### src/rtl/lcm_pkg.sv
package lcm_pkg;

  // Fault class codes reported on faultClass
  typedef enum logic [2:0] {
    CLS_NONE = 3'd0,
    CLS_ADDR = 3'd1,
    CLS_DATA = 3'd2,
    CLS_CTRL = 3'd3,
    CLS_PAR  = 3'd4
  } faultClass_e;

  // Per-cycle disagreement indications from the datapath
  typedef struct packed {
    logic ctrlHit;
    logic addrHit;
    logic dataHit;
    logic parHit;
  } hitVec_t;

  // Strobes from control to datapath
  typedef struct packed {
    logic capture;
    logic silence;
  } ctlStrobe_t;

endpackage

### src/rtl/lcm_parity.sv
module lcm_parity #(
  parameter int LANE_W = 8
) (
  input  logic              en,
  input  logic [LANE_W-1:0] laneData,
  input  logic              laneParBit,
  output logic              laneErr
);

  // Even parity: data bits plus parity bit must contain an even number of ones
  assign laneErr = en & ((^laneData) ^ laneParBit);

endmodule

### src/rtl/lcm_datapath.sv
module lcm_datapath
  import lcm_pkg::*;
#(
  parameter int ADDR_W = 32,
  parameter int DATA_W = 32,
  parameter int CTRL_W = 4
) (
  input  logic              clk,
  input  logic              rstN,
  input  logic              mstValid,
  input  logic              mstWrite,
  input  logic [ADDR_W-1:0] mstAddr,
  input  logic [DATA_W-1:0] mstWdata,
  input  logic [CTRL_W-1:0] mstCtrl,
  input  logic              chkValid,
  input  logic              chkWrite,
  input  logic [ADDR_W-1:0] chkAddr,
  input  logic [DATA_W-1:0] chkWdata,
  input  logic [CTRL_W-1:0] chkCtrl,
  input  logic              shRdValid,
  input  logic [DATA_W-1:0] shRdData,
  input  logic [DATA_W/8-1:0] shRdPar,
  input  ctlStrobe_t        strobe,
  output hitVec_t           hits,
  output logic [2:0]        faultClass
);

  localparam int LANE_W = 8;
  localparam int LANES  = DATA_W / LANE_W;

  logic             bothValid;
  logic             ctrlDiff;
  logic [LANES-1:0] laneErr;
  faultClass_e      nextClass;
  faultClass_e      classQ;

  assign bothValid = mstValid & chkValid;
  assign ctrlDiff  = (mstWrite != chkWrite) | (mstCtrl != chkCtrl);

  // One parity checker per byte lane of the shared read path
  for (genvar g = 0; g < LANES; g++) begin : g_lane
    lcm_parity #(.LANE_W(LANE_W)) u_par (
      .en        (shRdValid),
      .laneData  (shRdData[g*LANE_W +: LANE_W]),
      .laneParBit(shRdPar[g]),
      .laneErr   (laneErr[g])
    );
  end

  always_comb begin
    hits.ctrlHit = (mstValid != chkValid) | (bothValid & ctrlDiff);
    hits.addrHit = bothValid & (mstAddr != chkAddr);
    hits.dataHit = bothValid & mstWrite & chkWrite & (mstWdata != chkWdata);
    hits.parHit  = |laneErr;
  end

  // Priority: control, address, data, parity
  always_comb begin
    if (hits.ctrlHit)      nextClass = CLS_CTRL;
    else if (hits.addrHit) nextClass = CLS_ADDR;
    else if (hits.dataHit) nextClass = CLS_DATA;
    else if (hits.parHit)  nextClass = CLS_PAR;
    else                   nextClass = CLS_NONE;
  end

  always_ff @(posedge clk or negedge rstN) begin
    if (!rstN)              classQ <= CLS_NONE;
    else if (strobe.capture) classQ <= nextClass;
  end

  assign faultClass = classQ;

  AST_CLASS_HOLD: assert property (@(posedge clk) disable iff (!rstN)
    (classQ != CLS_NONE) |=> $stable(classQ));

  AST_IDLE_QUIET: assert property (@(posedge clk) disable iff (!rstN)
    (!mstValid && !chkValid && !shRdValid) |-> (hits == '0));

endmodule

### src/rtl/lcm_control.sv
module lcm_control
  import lcm_pkg::*;
(
  input  logic       clk,
  input  logic       rstN,
  input  hitVec_t    hits,
  output ctlStrobe_t strobe,
  output logic       faultFlag
);

  logic anyHit;
  logic faultQ;

  assign anyHit = |hits;

  always_ff @(posedge clk or negedge rstN) begin
    if (!rstN)       faultQ <= 1'b0;
    else if (anyHit) faultQ <= 1'b1;
  end

  always_comb begin
    strobe.capture = anyHit & ~faultQ;
    strobe.silence = anyHit | faultQ;
  end

  assign faultFlag = faultQ;

  AST_FAULT_STICKY: assert property (@(posedge clk) disable iff (!rstN)
    faultQ |=> faultQ);

  AST_DETECT_NEXT: assert property (@(posedge clk) disable iff (!rstN)
    anyHit |=> faultQ);

endmodule

### src/rtl/lockstep_compare_monitor.sv
module lockstep_compare_monitor
  import lcm_pkg::*;
#(
  parameter int ADDR_W = 32,
  parameter int DATA_W = 32,
  parameter int CTRL_W = 4
) (
  input  logic                clk,
  input  logic                rstN,
  input  logic                mstValid,
  input  logic                mstWrite,
  input  logic [ADDR_W-1:0]   mstAddr,
  input  logic [DATA_W-1:0]   mstWdata,
  input  logic [CTRL_W-1:0]   mstCtrl,
  input  logic                chkValid,
  input  logic                chkWrite,
  input  logic [ADDR_W-1:0]   chkAddr,
  input  logic [DATA_W-1:0]   chkWdata,
  input  logic [CTRL_W-1:0]   chkCtrl,
  input  logic                shRdValid,
  input  logic [DATA_W-1:0]   shRdData,
  input  logic [DATA_W/8-1:0] shRdPar,
  output logic                outValid,
  output logic                outWrite,
  output logic [ADDR_W-1:0]   outAddr,
  output logic [DATA_W-1:0]   outWdata,
  output logic [CTRL_W-1:0]   outCtrl,
  output logic                faultFlag,
  output logic [2:0]          faultClass
);

  hitVec_t    hits;
  ctlStrobe_t strobe;

  lcm_datapath #(.ADDR_W(ADDR_W), .DATA_W(DATA_W), .CTRL_W(CTRL_W)) u_dp (
    .clk       (clk),
    .rstN      (rstN),
    .mstValid  (mstValid),
    .mstWrite  (mstWrite),
    .mstAddr   (mstAddr),
    .mstWdata  (mstWdata),
    .mstCtrl   (mstCtrl),
    .chkValid  (chkValid),
    .chkWrite  (chkWrite),
    .chkAddr   (chkAddr),
    .chkWdata  (chkWdata),
    .chkCtrl   (chkCtrl),
    .shRdValid (shRdValid),
    .shRdData  (shRdData),
    .shRdPar   (shRdPar),
    .strobe    (strobe),
    .hits      (hits),
    .faultClass(faultClass)
  );

  lcm_control u_ctl (
    .clk      (clk),
    .rstN     (rstN),
    .hits     (hits),
    .strobe   (strobe),
    .faultFlag(faultFlag)
  );

  // Only the master bus is forwarded; strobes are blocked on any fault
  assign outValid = mstValid & ~strobe.silence;
  assign outWrite = mstWrite & ~strobe.silence;
  assign outAddr  = mstAddr;
  assign outWdata = mstWdata;
  assign outCtrl  = mstCtrl;

  AST_SILENT_AFTER_FAULT: assert property (@(posedge clk) disable iff (!rstN)
    faultFlag |-> (!outValid && !outWrite));

  AST_CLASS_WITH_FLAG: assert property (@(posedge clk) disable iff (!rstN)
    (faultClass != 3'd0) == faultFlag);

endmodule

### config.mk
export PLATFORM = sky130hd
export DESIGN_NAME = lockstep_compare_monitor
export DESIGN_NICKNAME = d
export VERILOG_FILES = /design/src/rtl/lcm_pkg.sv /design/src/rtl/lcm_parity.sv /design/src/rtl/lcm_datapath.sv /design/src/rtl/lcm_control.sv /design/src/rtl/lockstep_compare_monitor.sv
export SDC_FILE = /design/constraint.sdc
export NUM_CORES = 1
export LEC_CHECK = 0
export ABC_CLOCK_PERIOD_IN_PS = 2720
export BUFFER_PORTS_ARGS = -buffer_cell sky130_fd_sc_hd__buf_4
export CORE_AREA = 2 2 98 100
export CTS_CLUSTER_SIZE = 24
export DETAILED_ROUTE_END_ITERATION = 16
export DIE_AREA = 0 0 100 102
export GPL_ROUTABILITY_DRIVEN = 1
export SYNTH_ARGS = -nofsm -noshare
export SYNTH_HDL_FRONTEND = slang
export SYNTH_HIERARCHICAL = 1
export SYNTH_SLANG_ARGS = --single-unit
### constraint.sdc
create_clock -name clk -period 2.72 [get_ports clk]
set_clock_uncertainty 0.05 [all_clocks]
set_input_delay 0.408 -clock clk [delete_from_list [all_inputs] [get_ports clk]]
set_output_delay 0.408 -clock clk [all_outputs]
set_load 0.01 [all_outputs]
==> results of run 1 <==
[stage by stage]
stage | util [%] | hold WS [ns]
after floorplan | - | 0.06241
after global placement | 38.46 | 0.1567
after detailed placement | 38.46 | 0.1577
after CTS | 39.60 | 0.4458
after global routing | 39.75 | 0.4773
final | 39.75 | 0.4384
[timing repair]
action,in CTS,in global routing
setup endpoints to repair,2,2
setup buffers,2,0
gates resized for setup,9,2
hold buffers,1,0
pin swaps,6,4
endpoints found under the hold margin,4,0
gates cloned,0,0
[layout make-up]
type / instances / area, um2
fill: 916 / 5488
timing repair buffer: 268 / 2026
multi-input combinational: 145 / 1296
tap: 111 / 138.9
sequential: 4 / 100.1
clock buffer: 3 / 41.29
inverter: 5 / 18.77
[cell usage after synthesis (4+ instances only)]
| master | number |
|---|---|
| xnor3_1 | 8 |
| xnor2_1 | 43 |
| buf_4 | 68 |
| nand2_1 | 4 |
| inv_1 | 5 |
| xor2_1 | 38 |
| mux2i_1 | 4 |
| or2_1 | 4 |
| nand4_1 | 10 |
| dfrtp_1 | 4 |
| nor4_1 | 10 |
| nand2b_1 | 4 |
| nor2_1 | 4 |
[per-layer routing]
layer	part of all wire, %	track usage (%)
met1	35	12.52
met2	54	22.87
met3	10	2.120
met4	0.66	2.529
met5	0	0
[power by group]
group	internal, W	switching, W
clock	0.0000942	0.0000288
combinational	0.000405	0.000230
sequential	0.0000730	0.00000779
[worst register-to-register path: cells and delay by family (launching register included)]
kind / cells / cell delay [ns]
flops: 1 / 0.39
simple gates: 2 / 0.27
compound gates: 2 / 0.31
[final timing paths]
check | to | cells past startpoint | from | slack, ns
setup / recovery | outValid | 9 | shRdData[14] | -0.13
hold / removal | u_dp/faultClass[0] | 1 | u_dp/faultClass[0] | 0.44
setup reg to reg | u_dp/faultClass[0] | 4 | u_ctl/faultFlag | 1.59
hold reg to reg | u_dp/faultClass[0] | 1 | u_dp/faultClass[0] | 0.44
max in group asynchronous | u_dp/faultClass[2] | 2 | rstN | 2.00
min in group asynchronous | u_dp/faultClass[1] | 2 | rstN | 0.52
[cell families (layout without fill, tap and decap cells)]
kind of cell | count (synthesis) | in the layout | share of synthesized area, %
and+or+nand+nor | 45 | 45 | 14.27
DFF | 4 | 4 | 5.309
buffers and inverters | 73 | 276 | 28.07
xor gates and xnor gates | 89 | 89 | 47.18
AOI/OAI and AO/OA | 6 | 6 | 2.389
muxes | 4 | 4 | 2.124
adders and majority gates | 1 | 1 | 0.6635
[flip-flops by register name, indices dropped and copies added, names as in the netlist]
| register | count |
|---|---|
| u_ctl/faultFlag | 1 |
| u_dp/faultClass | 3 |
==> results.py, run 1 <==
metrics = {
    "run_status": {
        "status": "finished with violations",
        "violations": "setup timing",
    },
    "job": {
        "drv_cap": 0,
    },
    "sta": {
        "drv_slew": 0,
        "hold_viol": 0,
        "min_period_ns": 2.847,
        "worst_pin_slew_ns": 0.4202,
        "setup_violations": 2,
        "relSlewSlack_pct": 71.98,
        "fin_crit_sh_pct": 104.7,
        "rsz0062_at_grt": "true",
        "setup_ws_ns": -0.1269,
        "setup_tns_ns": -0.2280,
        "max_freq_ghz": 0.3513,
    },
    "critical_path": {
        "crit_type": "input pin to output pin",
        "cp_common_cell": "buf_4",
        "crit_family": "simple AND/OR/NAND/NOR gates",
        "path_max_fanout": 2,
        "critPathMaxStageDelay_ns": 0.57,
        "worst-path-buf-inv": 2,
        "start_kind": "input pin",
        "crit_required_ns": 2.26,
        "crit_arrival_ns": 2.39,
        "crit_chain": "buf_4, xnor2_1, xnor3_1, mux2i_1, or4_4, nor4_4, nand2b_1, nor2b_1, buf_4",
        "slowest_stage": "or4_4",
        "cp-end-kind": "output pin",
    },
    "synthesis": {
        "ys_types": 26,
        "ys_top_cells_by_area": "buf_4 (27%), xnor2_1 (20%), xor2_1 (18%)",
        "synthDominantCellAreaShare_pct": 27.07,
        "syn_nets": 402,
        "synth-edff-count": 0,
        "syn_area_per_cell_um2": 8.494,
        "synthFlopType": "dfrtp_1",
        "syn-instance-count": 222,
        "async_flop_share_pct": 100.0,
        "synth_area_um2": 1886,
        "yosysTopAreaCell": "buf_4",
        "ys_ff_latch": 4,
        "yosysSeqAreaShare_pct": 5.309,
        "yosys_warnings": 6,
    },
    "hold_path": {
        "holdCritPathClass": "register to register",
    },
    "global_routing": {
        "grt_antenna_before_repair": 0,
        "grt_max_degree": 9,
        "grt_first_pass_wirelength_um": 9453,
        "grt_pass1_vias": 2098,
        "overflow": 0,
        "grt_usage_pct": 11.46,
    },
    "pwr": {
        "power.leakage_nw": 1.865,
        "ir_worst_vdd_v": 0.0001236,
        "power_w": 0.0008388,
        "p_per_area_nw_per_um2": 231.6,
    },
    "clock_tree": {
        "cts_tree": "built",
        "numCtsBuffers": 3,
        "htreeDepth": 1,
        "path_clk_slew_ns": 0.03,
        "clk_path_buf_depth": 2,
        "cts_sinks": 4,
        "clk_latency_ns": 0.21,
        "cts_root_buf": "clkbuf_8",
    },
    "final_layout": {
        "diodes": 0,
        "final_nets": 607,
        "final_area_um2": 3621,
        "final_cell_count_no_fill": 536,
        "final_layout_size_suffix_gt1_share_pct": 65.41,
        "final_cell_mix": "buf_4 (264), xnor2_1 (43), xor2_1 (37), nand4_1 (10), xnor3_1 (8)",
        "final_common_cell": "buf_4",
        "syn2layout_area_growth_pct": 92.04,
    },
    "drt": {
        "drt-total-wl_um": 6695,
        "remaining_drc_errors": 0,
        "vias": 2129,
        "drt-initial-drc-count": 11,
        "routedWlPerCell_um": 12.49,
        "first_pass_iters": 3,
        "via_per_inst": 3.972,
        "postRouteAntennaNets": 0,
    },
    "die": {
        "die_h_um": 102,
        "die-area_um2": 10200,
        "num_rows": 35,
        "start_util_pct": 20.70,
        "die_width_um": 100,
        "boundaryPins": 253,
        "core_um2": 9109,
    },
    "placed_design": {
        "pre_cts_ws_ns": -0.3181,
        "dp_hpwl_um": 6235,
        "io_buffers": 252,
        "place_area_um2": 3503,
        "place.gp.congestion": 0.7906,
        "place_inst": 530,
    },
}
(Power assumes the default switching activity.)
==> run 2: changes to the inputs <==
--- a/config.mk
+++ b/config.mk
@@ -7,11 +7,13 @@
 export LEC_CHECK = 0
 export ABC_CLOCK_PERIOD_IN_PS = 2720
 export BUFFER_PORTS_ARGS = -buffer_cell sky130_fd_sc_hd__buf_4
-export CORE_AREA = 2 2 98 100
+export CORE_AREA = 2 2 99 101
+export CTS_BUF_LIST = sky130_fd_sc_hd__clkbuf_4
 export CTS_CLUSTER_SIZE = 24
 export DETAILED_ROUTE_END_ITERATION = 16
-export DIE_AREA = 0 0 100 102
+export DIE_AREA = 0 0 101 103
 export GPL_ROUTABILITY_DRIVEN = 1
+export PLACE_DENSITY = 0.65
 export SYNTH_ARGS = -nofsm -noshare
 export SYNTH_HDL_FRONTEND = slang
 export SYNTH_HIERARCHICAL = 1
==> results.py, run 2 (synthesis results as in run 1) <==
metrics = {
    "pwr": {
        "power_w": 0.0007886,
        "ir_worst_vdd_v": 0.00007872,
        "power.leakage_nw": 1.849,
        "p_per_area_nw_per_um2": 219.1,
    },
    "critical_path": {
        "reg2reg_slack_ns": 1.54,
        "crit_type": "input pin to output pin",
        "path_max_fanout": 2,
        "cp-end-kind": "output pin",
        "start_kind": "input pin",
        "crit_required_ns": 2.26,
        "crit_arrival_ns": 2.37,
    },
    "sta": {
        "hold_viol": 0,
        "worst_pin_slew_ns": 0.4361,
        "max_freq_ghz": 0.3534,
        "rsz0062_at_grt": "true",
        "drv_slew": 0,
        "setup_ws_ns": -0.1100,
        "min_period_ns": 2.830,
        "relSlewSlack_pct": 70.93,
        "setup_violations": 2,
        "fin_crit_sh_pct": 104.0,
    },
    "clock_tree": {
        "numCtsBuffers": 3,
        "htreeDepth": 1,
        "clk_path_buf_depth": 2,
        "clk_latency_ns": 0.24,
        "cts_tree": "built",
        "path_clk_slew_ns": 0.04,
        "cts_sinks": 4,
        "cts_root_buf": "clkbuf_4",
    },
    "job": {
        "drv_cap": 0,
    },
    "placed_design": {
        "dp_hpwl_um": 6076,
        "io_buffers": 252,
        "place.gp.congestion": 0.8062,
    },
    "drt": {
        "routedWlPerCell_um": 12.17,
        "drt-total-wl_um": 6524,
        "postRouteAntennaNets": 0,
        "vias": 2100,
        "remaining_drc_errors": 0,
        "via_per_inst": 3.918,
        "first_pass_iters": 4,
        "drt-initial-drc-count": 13,
    },
    "die": {
        "die_width_um": 101,
        "num_rows": 36,
        "boundaryPins": 253,
        "core_um2": 9459,
        "die_h_um": 103,
        "start_util_pct": 19.93,
        "die-area_um2": 10400,
    },
    "final_layout": {
        "final_nets": 604,
        "final_layout_size_suffix_gt1_share_pct": 65.64,
        "syn2layout_area_growth_pct": 90.84,
        "largest_register_ffs": 3,
        "final_common_cell": "buf_4",
        "final_cell_mix": "buf_4 (261), xnor2_1 (42), xor2_1 (36), nand4_1 (10), xnor3_1 (8)",
        "diodes": 0,
        "utilization_pct": 38.04,
    },
    "run_status": {
        "violations": "setup timing",
        "status": "finished with violations",
    },
    "global_routing": {
        "grt_pass1_vias": 2094,
        "grt_max_degree": 9,
        "grt_usage_pct": 10.65,
        "grt_first_pass_wirelength_um": 8832,
        "grt_antenna_before_repair": 0,
        "overflow": 0,
    },
    "hold_path": {
        "holdCritPathClass": "register to register",
    },
}
## run 2: cell count changes in the layout (fill, tap and decap cells not counted)
| cell | before | now |
|---|---|---|
| xnor2_1 | 43 | 42 |
| xnor2_2 | 0 | 1 |
| xor2_2 | 1 | 2 |
| buf_4 | 264 | 261 |
| clkbuf_4 | 0 | 3 |
| clkbuf_8 | 3 | 0 |
| xor2_1 | 37 | 36 |
## run 2: cell type report
| class | count | area, um2 |
|---|---|---|
| Fill cell | 950 | 5861 |
| Clock buffer | 3 | 22.52 |
| Inverter | 5 | 18.77 |
| Sequential cell | 4 | 100.1 |
| Tap cell | 114 | 142.6 |
| Timing Repair Buffer | 265 | 2003 |
| Multi-Input combinational cell | 145 | 1311 |
## run 2: worst paths after layout
path / from / to / cells after the start
hold / removal: u_dp/faultClass[0] / u_dp/faultClass[0] / 1
hold reg to reg: u_dp/faultClass[0] / u_dp/faultClass[0] / 1
max in group asynchronous: rstN / u_dp/faultClass[1] / 2
setup / recovery: shRdData[14] / outValid / 9
min in group asynchronous: rstN / u_dp/faultClass[0] / 2
setup reg to reg: u_ctl/faultFlag / u_dp/faultClass[1] / 5
## run 2: what timing repair did
action                                 in CTS  in global routing
endpoints found under the hold margin       4                  0
gates cloned                                0                  0
setup buffers                               1                  0
resized for setup                          12                  1
hold buffers                                1                  0
setup endpoints to repair                   2                  2
pin swaps                                   8                  3
## run 2: worst max-delay path: stages
cell	delay [ns]
buf_4	0.11
xnor2_1	0.16
xnor3_1	0.43
mux2i_1	0.14
or4_4	0.55
nor4_4	0.18
nand2b_1	0.13
nor2b_1	0.14
buf_4	0.13
## run 2: layer usage
layer / global-route usage, % / up-vias / share of wire, %
met5: 0 / - / 0
met4: 2.703 / 0 / 0.74
met3: 1.356 / 6 / 9.4
met2: 20.97 / 130 / 54
met1: 12.04 / 903 / 36
li1: - / 1061 / -
## run 2: where the power goes
group	switching (W)	internal, W	leakage, nW
Clock	0.0000246	0.0000494	0.0138
Combinational	0.000230	0.000404	1.79
Sequential	0.00000700	0.0000729	0.0434
Total	0.000262	0.000527	1.85
## run 2: through the flow
stage               area [um2]  hold WS [ns]  setup TNS (ns)  instances  worst slack, ns
CTS                       3591        0.4424         -0.2140        536          -0.1147
floorplan                 1886       0.06241               0        222          0.02358
global placement          3492        0.1560         -0.7312        531          -0.2901
global route              3598        0.4684         -0.4524        536          -0.2330
finish                    3598        0.4390         -0.2058        536          -0.1100
detailed placement        3492        0.1584         -0.8222        531          -0.3242
==> run 3: changes to the inputs <==
--- a/config.mk
+++ b/config.mk
@@ -5,7 +5,7 @@
 export SDC_FILE = /design/constraint.sdc
 export NUM_CORES = 1
 export LEC_CHECK = 0
-export ABC_CLOCK_PERIOD_IN_PS = 2720
+export ABC_CLOCK_PERIOD_IN_PS = 3400
 export BUFFER_PORTS_ARGS = -buffer_cell sky130_fd_sc_hd__buf_4
 export CORE_AREA = 2 2 99 101
 export CTS_BUF_LIST = sky130_fd_sc_hd__clkbuf_4
==> constraint.sdc (replaced) <==
create_clock -name clk -period 3.4 [get_ports clk]
set_clock_uncertainty 0.05 [all_clocks]
set_input_delay 0.51 -clock clk [delete_from_list [all_inputs] [get_ports clk]]
set_output_delay 0.51 -clock clk [all_outputs]
set_load 0.01 [all_outputs]
==> results.py, run 3 (synthesis results as in run 1) <==
metrics = {
    "critical_path": {
        "cp_common_cell": "buf_4",
        "worst-path-buf-inv": 2,
        "slowest_stage": "or4_1",
        "crit_required_ns": 2.84,
        "crit_arrival_ns": 2.53,
        "critPathMaxStageDelay_ns": 0.60,
        "crit_chain": "buf_4, xor2_1, xnor3_1, mux2i_1, or4_1, nor4_4, nand2b_1, nor2b_1, buf_4",
        "r2r-end": "u_dp/faultClass[0]",
        "cp-end-kind": "output pin",
        "path_max_fanout": 3,
        "crit_family": "simple AND/OR/NAND/NOR gates",
        "reg2reg_slack_ns": 2.12,
        "start_kind": "input pin",
        "crit_type": "input pin to output pin",
        "r2r_cells": 4,
        "worstReg2RegStart": "u_ctl/faultFlag",
    },
    "clock_tree": {
        "path_clk_slew_ns": 0.04,
        "cts_root_buf": "clkbuf_4",
        "postCtsHoldBufs": 0,
        "clk_path_buf_depth": 2,
        "htreeDepth": 1,
        "cts_sinks": 4,
        "cts_tree": "built",
        "cts_resized": 0,
        "numCtsBuffers": 3,
        "clk_latency_ns": 0.23,
        "cts_setup_buffers": 0,
    },
    "hold_path": {
        "holdCritPathClass": "input pin to async pin",
    },
    "global_routing": {
        "grtUsageMet3_pct": 1.559,
        "grt_first_pass_wirelength_um": 8756,
        "busiest_layer": "met2",
        "grt_usage_pct": 10.58,
        "grt_pass1_vias": 1935,
        "grt_use_met1_pct": 12.40,
        "grt_antenna_before_repair": 0,
        "grt_max_degree": 9,
        "overflow": 0,
        "use_met2_pct": 20.26,
    },
    "die": {
        "num_rows": 36,
        "die_width_um": 101,
        "start_util_pct": 19.93,
        "die-area_um2": 10400,
        "core_um2": 9459,
        "boundaryPins": 253,
        "die_h_um": 103,
    },
    "final_layout": {
        "utilization_pct": 36.38,
        "final_nets": 591,
        "final_common_cell": "buf_4",
        "largest_register_ffs": 3,
        "diodes": 0,
        "final_layout_size_suffix_gt1_share_pct": 63.08,
        "final_cell_mix": "buf_4 (252), xnor2_1 (43), xor2_1 (38), nand4_1 (10), nor4_1 (10)",
        "syn2layout_area_growth_pct": 82.48,
    },
    "sta": {
        "hold_ws_ns": 0.01162,
        "setup_violations": 0,
        "rsz0062_at_grt": "false",
        "relSlewSlack_pct": 68.31,
        "max_freq_ghz": 0.3236,
        "fin_crit_sh_pct": 90.88,
        "hold_viol": 0,
        "drv_slew": 0,
        "setup_tns_ns": 0,
        "worst_pin_slew_ns": 0.4714,
        "min_period_ns": 3.090,
    },
    "pwr": {
        "power_w": 0.0006064,
        "p_per_area_nw_per_um2": 176.2,
        "power.leakage_nw": 1.771,
        "ir_worst_vdd_v": 0.00008012,
    },
    "drt": {
        "vias": 2067,
        "via_per_inst": 3.952,
        "remaining_drc_errors": 0,
        "postRouteAntennaNets": 0,
        "routedWlPerCell_um": 12.25,
        "first_pass_iters": 4,
        "drt-total-wl_um": 6409,
        "drt-initial-drc-count": 17,
    },
    "job": {
        "drv_cap": 0,
    },
    "placed_design": {
        "place.gp.congestion": 0.8137,
        "dp_hpwl_um": 6069,
        "io_buffers": 252,
    },
    "run_status": {
        "status": "finished clean",
    },
}
## run 3: worst max-delay path by stage
| stage | startpoint | end | slack (ns) | cells past startpoint |
|---|---|---|---|---|
| 5_1_grt | chkAddr[3] | outValid | 0.04 | 10 |
| 2_1_floorplan | shRdData[15] | outValid | 0.50 | 7 |
| 6_report | shRdData[12] | outValid | 0.31 | 9 |
| 4_1_cts | shRdData[12] | outValid | 0.14 | 9 |
| 3_5_place_dp | shRdData[12] | outValid | 0.17 | 9 |
| 3_3_place_gp | shRdData[12] | outWrite | 0.17 | 9 |
## run 3: worst reg2reg max path: cells and delay by family, from the launching register on
family          cells  cell delay [ns]
compound gates      2             0.30
flops               1             0.39
simple gates        2             0.42
## run 3: through the flow
| step | cell area, um2 | setup slack, ns | instances |
|---|---|---|---|
| floorplan | 1886 | 0.4996 | 222 |
| global placement | 3410 | 0.1739 | 520 |
| detailed placement | 3410 | 0.1692 | 520 |
| CTS | 3432 | 0.1450 | 523 |
| global route | 3441 | 0.04126 | 523 |
| finish | 3441 | 0.3101 | 523 |
## run 3: final cells by class
type,count,area [um2]
clock buffers,3,22.52
flip-flops and latches,4,100.1
repair buffers,252,1892
fillers,959,6018
well taps,114,142.6
inverters,5,18.77
multi-input cells,145,1265
## run 3: where the power goes
group          internal, W  total [W]  switching [W]
registers        0.0000583  0.0000643     0.00000597
clock network    0.0000394  0.0000583      0.0000189
logic             0.000308   0.000484       0.000176
## run 3: metal layers
layer	up-vias	wire (um)
met3	4	611
met4	0	37
met5	-	0
li1	1038	-
met1	897	2336
met2	128	3425
